===== src/rtl/ilv_pkg.sv =====
package ilv_pkg;

    // Default geometry of the array
    localparam int DEF_BANK_BITS = 2;
    localparam int DEF_ADDR_W    = 8;
    localparam int DEF_DATA_W    = 16;
    localparam int DEF_LAT       = 2;

    // Controller phases
    typedef enum logic [1:0] {
        ST_IDLE = 2'd0,   // ready for a block request
        ST_FILL = 2'd1,   // gathering write beats
        ST_BUSY = 2'd2,   // shared bank access in flight
        ST_HOLD = 2'd3    // read done, waiting for latches to drain
    } ctl_state_e;

    typedef enum logic {
        OP_READ  = 1'b0,
        OP_WRITE = 1'b1
    } op_e;

    // Width of a down counter able to hold lat-1
    function automatic int cnt_width(input int lat);
        return (lat > 1) ? $clog2(lat) : 1;
    endfunction

endpackage


===== src/rtl/ilv_bank.sv =====
module ilv_bank #(
    parameter int ROW_W  = 6,
    parameter int DATA_W = 16,
    parameter int LAT    = 2
) (
    input  logic              clk,
    input  logic              rst,
    input  logic              start,
    input  logic              we,
    input  logic [ROW_W-1:0]  row,
    input  logic [DATA_W-1:0] wdata,
    output logic              busy,
    output logic              done,
    output logic [DATA_W-1:0] rdata
);
    localparam int DEPTH = 1 << ROW_W;
    localparam int CW    = ilv_pkg::cnt_width(LAT);

    logic [DATA_W-1:0] mem [DEPTH];
    logic [CW-1:0]     cnt;
    logic [ROW_W-1:0]  row_q;
    logic              we_q;
    logic [DATA_W-1:0] wdata_q;
    logic              fire_access;

    assign fire_access = busy && (cnt == '0);

    // Cycle timer: the access lands LAT edges after the start edge
    always_ff @(posedge clk) begin
        if (rst) begin
            busy <= 1'b0;
            done <= 1'b0;
            cnt  <= '0;
        end else begin
            done <= 1'b0;
            if (start && !busy) begin
                busy <= 1'b1;
                cnt  <= CW'(LAT - 1);
            end else if (busy) begin
                if (cnt == '0) begin
                    busy <= 1'b0;
                    done <= 1'b1;
                end else begin
                    cnt <= cnt - 1'b1;
                end
            end
        end
    end

    // Storage and captured command
    always_ff @(posedge clk) begin
        if (start && !busy) begin
            row_q   <= row;
            we_q    <= we;
            wdata_q <= wdata;
        end
        if (fire_access) begin
            if (we_q) mem[row_q] <= wdata_q;
            else      rdata      <= mem[row_q];
        end
    end

endmodule


===== src/rtl/ilv_wr_gather.sv =====
module ilv_wr_gather #(
    parameter int K      = 4,
    parameter int IDX_W  = 2,
    parameter int DATA_W = 16
) (
    input  logic                      clk,
    input  logic                      rst,
    input  logic                      clear,
    input  logic                      push,
    input  logic [DATA_W-1:0]         din,
    output logic                      at_last,
    output logic [K-1:0][DATA_W-1:0]  words
);
    logic [IDX_W-1:0] idx;

    assign at_last = (idx == IDX_W'(K - 1));

    always_ff @(posedge clk) begin
        if (rst || clear) begin
            idx <= '0;
        end else if (push) begin
            idx <= idx + 1'b1;
        end
    end

    // One latch per bank, written in ascending order
    for (genvar b = 0; b < K; b++) begin : g_wlat
        always_ff @(posedge clk) begin
            if (push && !clear && (idx == IDX_W'(b))) begin
                words[b] <= din;
            end
        end
    end

endmodule


===== src/rtl/ilv_rd_stream.sv =====
module ilv_rd_stream #(
    parameter int K      = 4,
    parameter int IDX_W  = 2,
    parameter int DATA_W = 16
) (
    input  logic                      clk,
    input  logic                      rst,
    input  logic                      load,
    input  logic [K-1:0][DATA_W-1:0]  din,
    output logic                      full,
    output logic                      out_valid,
    input  logic                      out_ready,
    output logic [DATA_W-1:0]         out_data,
    output logic                      out_last
);
    logic [K-1:0][DATA_W-1:0] lat;
    logic [IDX_W-1:0]         sel;
    logic                     beat;

    assign out_valid = full;
    assign out_data  = lat[sel];
    assign out_last  = full && (sel == IDX_W'(K - 1));
    assign beat      = full && out_ready;

    always_ff @(posedge clk) begin
        if (rst) begin
            full <= 1'b0;
            sel  <= '0;
        end else if (load && !full) begin
            full <= 1'b1;
            sel  <= '0;
        end else if (beat) begin
            sel <= sel + 1'b1;
            if (sel == IDX_W'(K - 1)) full <= 1'b0;
        end
    end

    always_ff @(posedge clk) begin
        if (load && !full) lat <= din;
    end

endmodule


===== src/rtl/ilv_mem_top.sv =====
module ilv_mem_top #(
    parameter int BANK_BITS = ilv_pkg::DEF_BANK_BITS,
    parameter int ADDR_W    = ilv_pkg::DEF_ADDR_W,
    parameter int DATA_W    = ilv_pkg::DEF_DATA_W,
    parameter int LAT       = ilv_pkg::DEF_LAT
) (
    input  logic              clk,
    input  logic              rst,
    input  logic              req_valid,
    output logic              req_ready,
    input  logic              req_write,
    input  logic [ADDR_W-1:0] req_addr,
    input  logic              wd_valid,
    output logic              wd_ready,
    input  logic [DATA_W-1:0] wd_data,
    output logic              rd_valid,
    input  logic              rd_ready,
    output logic [DATA_W-1:0] rd_data,
    output logic              rd_last
);
    import ilv_pkg::*;

    localparam int K     = 1 << BANK_BITS;
    localparam int ROW_W = ADDR_W - BANK_BITS;

    ctl_state_e               state;
    op_e                      op_q;
    logic [ROW_W-1:0]         row_q;
    logic                     start_q;
    logic                     req_fire;
    logic                     wd_fire;
    logic                     wg_last;
    logic [K-1:0][DATA_W-1:0] wg_words;
    logic [K-1:0][DATA_W-1:0] bank_rdata;
    logic [K-1:0]             bank_busy;
    logic [K-1:0]             bank_done;
    logic                     done_all;
    logic                     rs_full;
    logic                     capture;
    logic                     addr_low_unused;

    // Bank number bits take no part in a block access
    assign addr_low_unused = ^req_addr[BANK_BITS-1:0];

    assign req_ready = (state == ST_IDLE);
    assign wd_ready  = (state == ST_FILL);
    assign req_fire  = req_valid && req_ready;
    assign wd_fire   = wd_valid && wd_ready;
    assign done_all  = &bank_done;
    assign capture   = ((state == ST_BUSY) && done_all && (op_q == OP_READ) && !rs_full)
                    || ((state == ST_HOLD) && !rs_full);

    always_ff @(posedge clk) begin
        if (rst) begin
            state   <= ST_IDLE;
            op_q    <= OP_READ;
            row_q   <= '0;
            start_q <= 1'b0;
        end else begin
            start_q <= 1'b0;
            unique case (state)
                ST_IDLE: begin
                    if (req_fire) begin
                        row_q <= req_addr[ADDR_W-1:BANK_BITS];
                        if (req_write) begin
                            op_q  <= OP_WRITE;
                            state <= ST_FILL;
                        end else begin
                            op_q    <= OP_READ;
                            state   <= ST_BUSY;
                            start_q <= 1'b1;
                        end
                    end
                end
                ST_FILL: begin
                    if (wd_fire && wg_last) begin
                        state   <= ST_BUSY;
                        start_q <= 1'b1;
                    end
                end
                ST_BUSY: begin
                    if (done_all) begin
                        if (op_q == OP_WRITE || !rs_full) state <= ST_IDLE;
                        else                              state <= ST_HOLD;
                    end
                end
                ST_HOLD: begin
                    if (!rs_full) state <= ST_IDLE;
                end
                default: state <= ST_IDLE;
            endcase
        end
    end

    ilv_wr_gather #(
        .K(K), .IDX_W(BANK_BITS), .DATA_W(DATA_W)
    ) u_gather (
        .clk     (clk),
        .rst     (rst),
        .clear   (req_fire),
        .push    (wd_fire),
        .din     (wd_data),
        .at_last (wg_last),
        .words   (wg_words)
    );

    for (genvar b = 0; b < K; b++) begin : g_bank
        ilv_bank #(
            .ROW_W(ROW_W), .DATA_W(DATA_W), .LAT(LAT)
        ) u_bank (
            .clk   (clk),
            .rst   (rst),
            .start (start_q),
            .we    (op_q == OP_WRITE),
            .row   (row_q),
            .wdata (wg_words[b]),
            .busy  (bank_busy[b]),
            .done  (bank_done[b]),
            .rdata (bank_rdata[b])
        );
    end

    ilv_rd_stream #(
        .K(K), .IDX_W(BANK_BITS), .DATA_W(DATA_W)
    ) u_stream (
        .clk       (clk),
        .rst       (rst),
        .load      (capture),
        .din       (bank_rdata),
        .full      (rs_full),
        .out_valid (rd_valid),
        .out_ready (rd_ready),
        .out_data  (rd_data),
        .out_last  (rd_last)
    );

endmodule


===== config.mk =====
export PLATFORM = sky130hd
export DESIGN_NAME = ilv_mem_top
export DESIGN_NICKNAME = d
export VERILOG_FILES = /design/src/rtl/ilv_pkg.sv /design/src/rtl/ilv_bank.sv /design/src/rtl/ilv_wr_gather.sv /design/src/rtl/ilv_rd_stream.sv /design/src/rtl/ilv_mem_top.sv
export SDC_FILE = /design/constraint.sdc
export NUM_CORES = 2
export LEC_CHECK = 0
export BUFFER_PORTS_ARGS = -buffer_cell sky130_fd_sc_hd__buf_2
export CAP_MARGIN = 10
export CORE_ASPECT_RATIO = 1.2
export CORE_MARGIN = 4
export CORE_UTILIZATION = 47
export DETAILED_ROUTE_END_ITERATION = 10
export PLACE_DENSITY = 0.61
export SYNTH_ARGS = -nofsm -noshare
export SYNTH_HDL_FRONTEND = slang
export SYNTH_HIERARCHICAL = 1
export SYNTH_SLANG_ARGS = --single-unit

===== constraint.sdc =====
create_clock -name clk -period 12.8 [get_ports clk]
set_input_delay 2.56 -clock clk [delete_from_list [all_inputs] [get_ports clk]]
set_output_delay 2.56 -clock clk [all_outputs]
set_load 0.01 [all_outputs]

After elaboration in Yosys (flattened, before gate mapping). Memories as Yosys holds them, arrays and structs flattened. A register that Yosys moved wholly into a read port is not among the register bits. Cells that the tools add are included.

Reductions and logical operators: 53. Equal/unequal tests: 11. $add $sub $neg: 6. Multiplexer cells: 57. Bitwise logic cells: 13. Order comparisons: 1.

Operators by type and width (number): two-way mux 1 bit (47); binary-select mux 16 bit (select 2 bit) (1); logical AND 1 bit (23); two-way mux 16 bit (1); NOT 1 bit (13); two-way mux 2 bit (6); AND reduction 2 bit (6); nonzero test 2 bit (6); OR reduction 3 bit (4); == test 2 bit (second input constant) (5); one-hot mux 2 bit (4 select lines) (1); AND reduction 4 bit (2); zero test 1 bit (6); adder 2 x 1 -> 2 bit (second input constant) (2); == test 2 x 1 -> 1 bit (second input constant) (2); zero test 2 bit (2); inequality test 2 x 1 -> 1 bit (second input constant) (2); inequality test 2 bit (second input constant) (2); subtractor 1 bit (second input constant) (4); logical OR 1 bit (3); < comparator 2 x 3 -> 1 bit (second input constant) (1); one-hot mux 1 bit (2 select lines) (1); OR reduction 2 bit (1).

Memories: 4. Register bits after elaboration: 247. RAM bits: 4096. Output and inout port bits: 20. Word-level logic and storage cells: 184.

Memories: g_bank[0].u_bank.mem (words 64, bits a word 16, rd ports 1, clocked after memory_dff 1, wr ports 1, line ilv_bank.sv:19) `logic [DATA_W-1:0] mem [DEPTH];`; g_bank[1].u_bank.mem (words 64, bits a word 16, rd ports 1, clocked after memory_dff 1, wr ports 1, line ilv_bank.sv:19); g_bank[2].u_bank.mem (words 64, bits a word 16, rd ports 1, clocked after memory_dff 1, wr ports 1, line ilv_bank.sv:19); g_bank[3].u_bank.mem (words 64, bits a word 16, rd ports 1, clocked after memory_dff 1, wr ports 1, line ilv_bank.sv:19).

Longest topological paths before layout.
Word-level depth: 8. Depth in mapped cells: 11. Depth with buffers taken out: 6.

Hierarchy. The synthesis kept the hierarchy.

Modules (own cells, without submodules): ilv_bank (g_bank[1].u_bank ...) (times used 3, area each 40664.0 sq um, seq. area each 31980.7 sq um, cells each 2337); ilv_bank (g_bank[0].u_bank) (times used 1, area each 40515.1 sq um, seq. area each 31980.7 sq um, cells each 2322); ilv_rd_stream (times used 1, area each 2504.9 sq um, seq. area each 1981.9 sq um, cells each 100); ilv_wr_gather (times used 1, area each 2097.0 sq um, seq. area each 1961.9 sq um, cells each 81); ilv_mem_top (times used 1, area each 491.7 sq um, seq. area each 200.2 sq um, cells each 59).

Least setup slack after synthesis. Ideal clock, no wire load.

Path kind: register -> register. Start: register state[0]. End: register u_stream/lat[0] (netlist bit) (enable). Data arrival time: 3557 ps. Cell stages (with the launch flop): 4. Slack: 8750 ps. Cell sequence: dfxtp_1 -> buf_2 -> o211a_1 -> nor2b_1.

Longest elaborated chain between the ends: 6. Elaborated cells between the ends (all ways): 8. Those cells by class: 2 x eq/ne; 6 x reduce/logical.

Ends and longest elaborated chain: start, declared (line ilv_mem_top.sv:26) `ctl_state_e state;`; start signal, assigned (line ilv_mem_top.sv:55) `state <= ST_IDLE;`; start signal, assigned (line ilv_mem_top.sv:67) `state <= ST_FILL;`; start signal, assigned (line ilv_mem_top.sv:70) `state <= ST_BUSY;`; == test 2 bit (line ilv_mem_top.sv:50) `assign capture = ((state == ST_BUSY) && done_all && (op_q == OP_READ) && !rs_full)`; logical AND 1 bit (3 in a row) (line ilv_mem_top.sv:50); logical OR 1 bit * (line ilv_mem_top.sv:51) `|| ((state == ST_HOLD) && !rs_full);`; net capture (line ilv_mem_top.sv:39) `logic capture;`; logical AND 1 bit * (line ilv_rd_stream.sv:39) `if (load && !full) lat <= din;`; end signal, assigned (line ilv_rd_stream.sv:39); end, declared (line ilv_rd_stream.sv:16) `logic [K-1:0][DATA_W-1:0] lat;`.

Mark *: on every way through the listed nets, which the timed path passes. The rest lies on a longest branch. A chain may end at the register's enable or synchronous reset.

Worst setup path after layout.
Start: register u_stream.sel[0]. End: output rd_data[13].

Longest elaborated chain between the ends: 2.

Ends and longest elaborated chain: start, declared (line ilv_rd_stream.sv:17) `logic [IDX_W-1:0] sel;`; start signal, assigned (line ilv_rd_stream.sv:33) `sel <= sel + 1'b1;`; binary-select mux 16 bit (select 2 bit) (line ilv_rd_stream.sv:21) `assign out_data = lat[sel];`; two-way mux 16 bit (implied by the code) (line ilv_rd_stream.sv:21); end, declared (line ilv_mem_top.sv:18) `output logic [DATA_W-1:0] rd_data,`.

No other way between the ends. The select of a mux whose other input is x is not followed.

==> results.py <==
metrics = {
    "worst_setup_path": {
        "cpPeakStageDelay_ns": 1.09,
        "cp.arrival_ns": 3.26,
        "critPathRequiredTime_ns": 10.24,
        "cp_max_fo": 19,
        "end_kind": "output port",
        "cp_top_family": "flip-flops",
        "cp-start-kind": "flop",
        "cp_num_buf_inv": 1,
        "cp_slowest_cell": "dfxtp_1",
        "path_cells": "mux4_1 > buf_2",
        "crit_type": "flop to output port",
    },
    "sta": {
        "setup_viol": 0,
        "period_minus_slack_ns": 5.824,
        "max_freq_ghz": 0.1717,
        "hold_viol_final": 0,
        "maxSlewHeadroom_pct": 4.876,
        "whs_ns": 0.4142,
        "fin_crit_sh_pct": 45.50,
        "finalClockSkew_ns": 0.04567,
        "slew_violations": 0,
        "tightest_slew_ns": 1.427,
        "fin_tns_setup_ns": 0,
        "rsz0062_at_grt": "false",
    },
    "yosys": {
        "synth_edf_count": 4380,
        "synthCells": 9573,
        "ys.flop_type": "edfxtp_1",
        "seq_area_frac_synth_pct": 78.80,
        "synthesis.area_um2": 167600,
        "postSynthAreaPerCell_um2": 17.51,
        "synth_top_cell_area_share_pct": 78.48,
        "yosysUniqueCellTypes": 77,
        "synthTopCellsByArea": "edfxtp_1, a221oi_1, a22oi_1, mux2_2, mux2i_1",
        "synth_top_area_cell": "edfxtp_1",
        "synth-seq-cells": 4407,
        "ys_async_sr_fraction_pct": 0,
        "syn_nets": 9608,
        "yosysWarningCount": 6,
    },
    "global_route": {
        "grt_max_degree": 102,
        "grt-ovfl-total": 0,
        "antenna_found_initial": 42,
        "grt_pass1_vias": 93860,
        "grt_pass1_wl_um": 720900,
        "global_route.usage.total_pct": 27.27,
    },
    "clock_network": {
        "clock-root-buffer": "clkbuf_16",
        "clk_pin_slew_worst_paths_ns": 0.06,
        "numCtsBuffers": 422,
        "clock_latency_ns": 1.00,
        "cts.path.max_buffers": 4,
        "cts_resized": 0,
        "cts_hold_buf": 0,
        "postCtsSetupBuffers": 0,
        "ctsHtreeMaxLevel": 5,
        "cts_tree": "done",
        "cts_sinks": 4407,
    },
    "power_and_ir_drop": {
        "power_mw": 29.70,
        "p_sw_share_pct": 21.23,
        "p_switching_mw": 6.307,
        "ir_drop_uv": 134.9,
        "leakage_nw": 58.98,
        "powerDensity_nw_per_um2": 157.6,
        "p_clk_share_pct": 42.7,
        "pwr-share-seq_pct": 53.3,
        "comb_power_share_pct": 3.9,
        "internal_power_mw": 23.40,
    },
    "routing": {
        "vias": 98960,
        "dr.pass1.iters": 8,
        "drc_errors": 0,
        "routed_via_density": 6.634,
        "postRouteAntennaNets": 0,
        "drt_iter0_drc": 15290,
        "wirelength_um": 513400,
        "wl_per_cell_um": 34.42,
    },
    "floorplanning": {
        "die_y_um": 662.2,
        "die_area_um2": 366300,
        "rows": 239,
        "io_pins": 50,
        "start_util_pct": 47.34,
        "die_w_um": 553.1,
        "core_area_um2": 354100,
    },
    "placement": {
        "dp_hpwl_um": 296000,
        "port_buffers": 47,
        "place_area_um2": 174400,
        "routabilityCongestion": 0.9288,
    },
    "run": {
        "cap_violations": 0,
    },
    "finish": {
        "drive_gt1_share_pct": 15.07,
        "area_growth_pct": 12.48,
        "finish.utilization_pct": 53.25,
        "layout.nets": 9871,
        "design_area_um2": 188500,
    },
    "status": {
        "status": "complete, no violations",
    },
    "hold_path": {
        "hold_class": "flop to flop",
    },
}
==> flip-flops by register name, indices dropped and copies added, names as in the netlist <==
signal and count:
u_gather/words 64, g_bank.u_bank/rdata 64, op_q 1, u_stream/full 1, g_bank.u_bank/busy 4, row_q 6
g_bank.u_bank/row_q 24, g_bank.u_bank/we_q 4, u_gather/idx 2, g_bank.u_bank/mem 4096, state 2, g_bank.u_bank/cnt 4
g_bank.u_bank/wdata_q 64, g_bank.u_bank/done 4, u_stream/lat 64, start_q 1, u_stream/sel 2
==> layout make-up <==
class | count | area [um2]
Inverter | 27 | 107.6
Fill cell | 27950 | 165500
Clock inverter | 289 | 3074
Clock buffer | 483 | 10940
Antenna cell | 34 | 85.08
Timing Repair Buffer | 567 | 4227
Tap cell | 4699 | 5879
Multi-Input combinational cell | 4411 | 32140
Sequential cell | 4407 | 132100
==> per-layer routing <==
layer / GRT usage [%] / share of wire, % / vias to the layer above
met5: 0 / 0.030 / -
met3: 5.910 / 11 / 1144
li1: - / - / 40400
met2: 42.69 / 46 / 6563
met4: 13.29 / 5.8 / 24
met1: 36.55 / 36 / 50830
==> through the flow <==
stage	std cells	worst slack, ns
after global placement	14110	7.323
after CTS	14880	6.900
after global routing	14910	6.879
after detailed placement	14110	7.344
final	14920	6.976
after floorplan	9573	8.750
==> power by group through the flow <==
stage | Combinational, mW | Clock [mW] | Sequential [mW]
floorplan | 0.583 | 0 | 16.2
global placement | 1.13 | 0 | 16.1
detailed placement | 1.15 | 0 | 16.1
CTS | 1.15 | 12.8 | 15.8
global route | 1.21 | 13.4 | 15.8
finish | 1.17 | 12.7 | 15.8
==> cells in the mapped netlist, types with 36 or more instances <==
library cell	n
a211oi_1	36
a21oi_1	213
a221o_1	95
a221oi_1	629
a222oi_1	60
a22o_1	158
a22oi_1	628
a31oi_1	47
buf_1	70
buf_2	248
buf_4	47
buf_6	50
clkbuf_1	312
edfxtp_1	4380
mux2_2	214
mux2i_1	235
mux4_2	48
nand2_1	247
nand3_1	76
nor2_1	558
nor2b_1	47
nor3_1	120
o211ai_1	47
o21ai_0	283
o221ai_1	64
o22ai_1	214
or3_1	40
or4_1	44
==> cells by family (layout without fill, tap and decap cells) <==
group / Yosys count / after routing / synth area share [%]
buf+inv: 755 / 1366 / 2.218
other cells: 0 / 34 / 0
fa+ha+maj: 5 / 5 / 0.03733
flops: 4407 / 4407 / 78.80
xor+xnor: 2 / 2 / 0.01045
compound gates: 2652 / 2652 / 11.93
mux: 510 / 510 / 3.645
simple gates: 1242 / 1242 / 3.356
==> path summary, 6_finish.rpt <==
path / slack (ns) / start / to / cells after the start
setup / recovery: 6.98 / u_stream/sel[0] / rd_data[13] / 2
hold / removal: 0.41 / u_gather/words[24] / g_bank[1].u_bank/wdata_q[8] / 0
setup reg to reg: 7.38 / g_bank[2].u_bank/row_q[2] / g_bank[2].u_bank/rdata[5] / 10
hold reg to reg: 0.41 / u_gather/words[24] / g_bank[1].u_bank/wdata_q[8] / 0
==> placed cells by master (no fill, tap or decap), drive strengths merged, types with 76 or more instances in the layout <==
cell type  netlist  layout
a21oi          220     220
a221o           95      95
a221oi         629     629
a22o           158     158
a22oi          628     628
buf            416     566
clkbuf         312     484
clkinv           1     195
edfxtp        4380    4380
mux2           219     219
mux2i          235     235
nand2          247     247
nand3           76      76
nor2           560     560
nor3           124     124
o21ai          292     292
o22ai          214     214
Note: power is estimated with default switching activity, not from simulation.
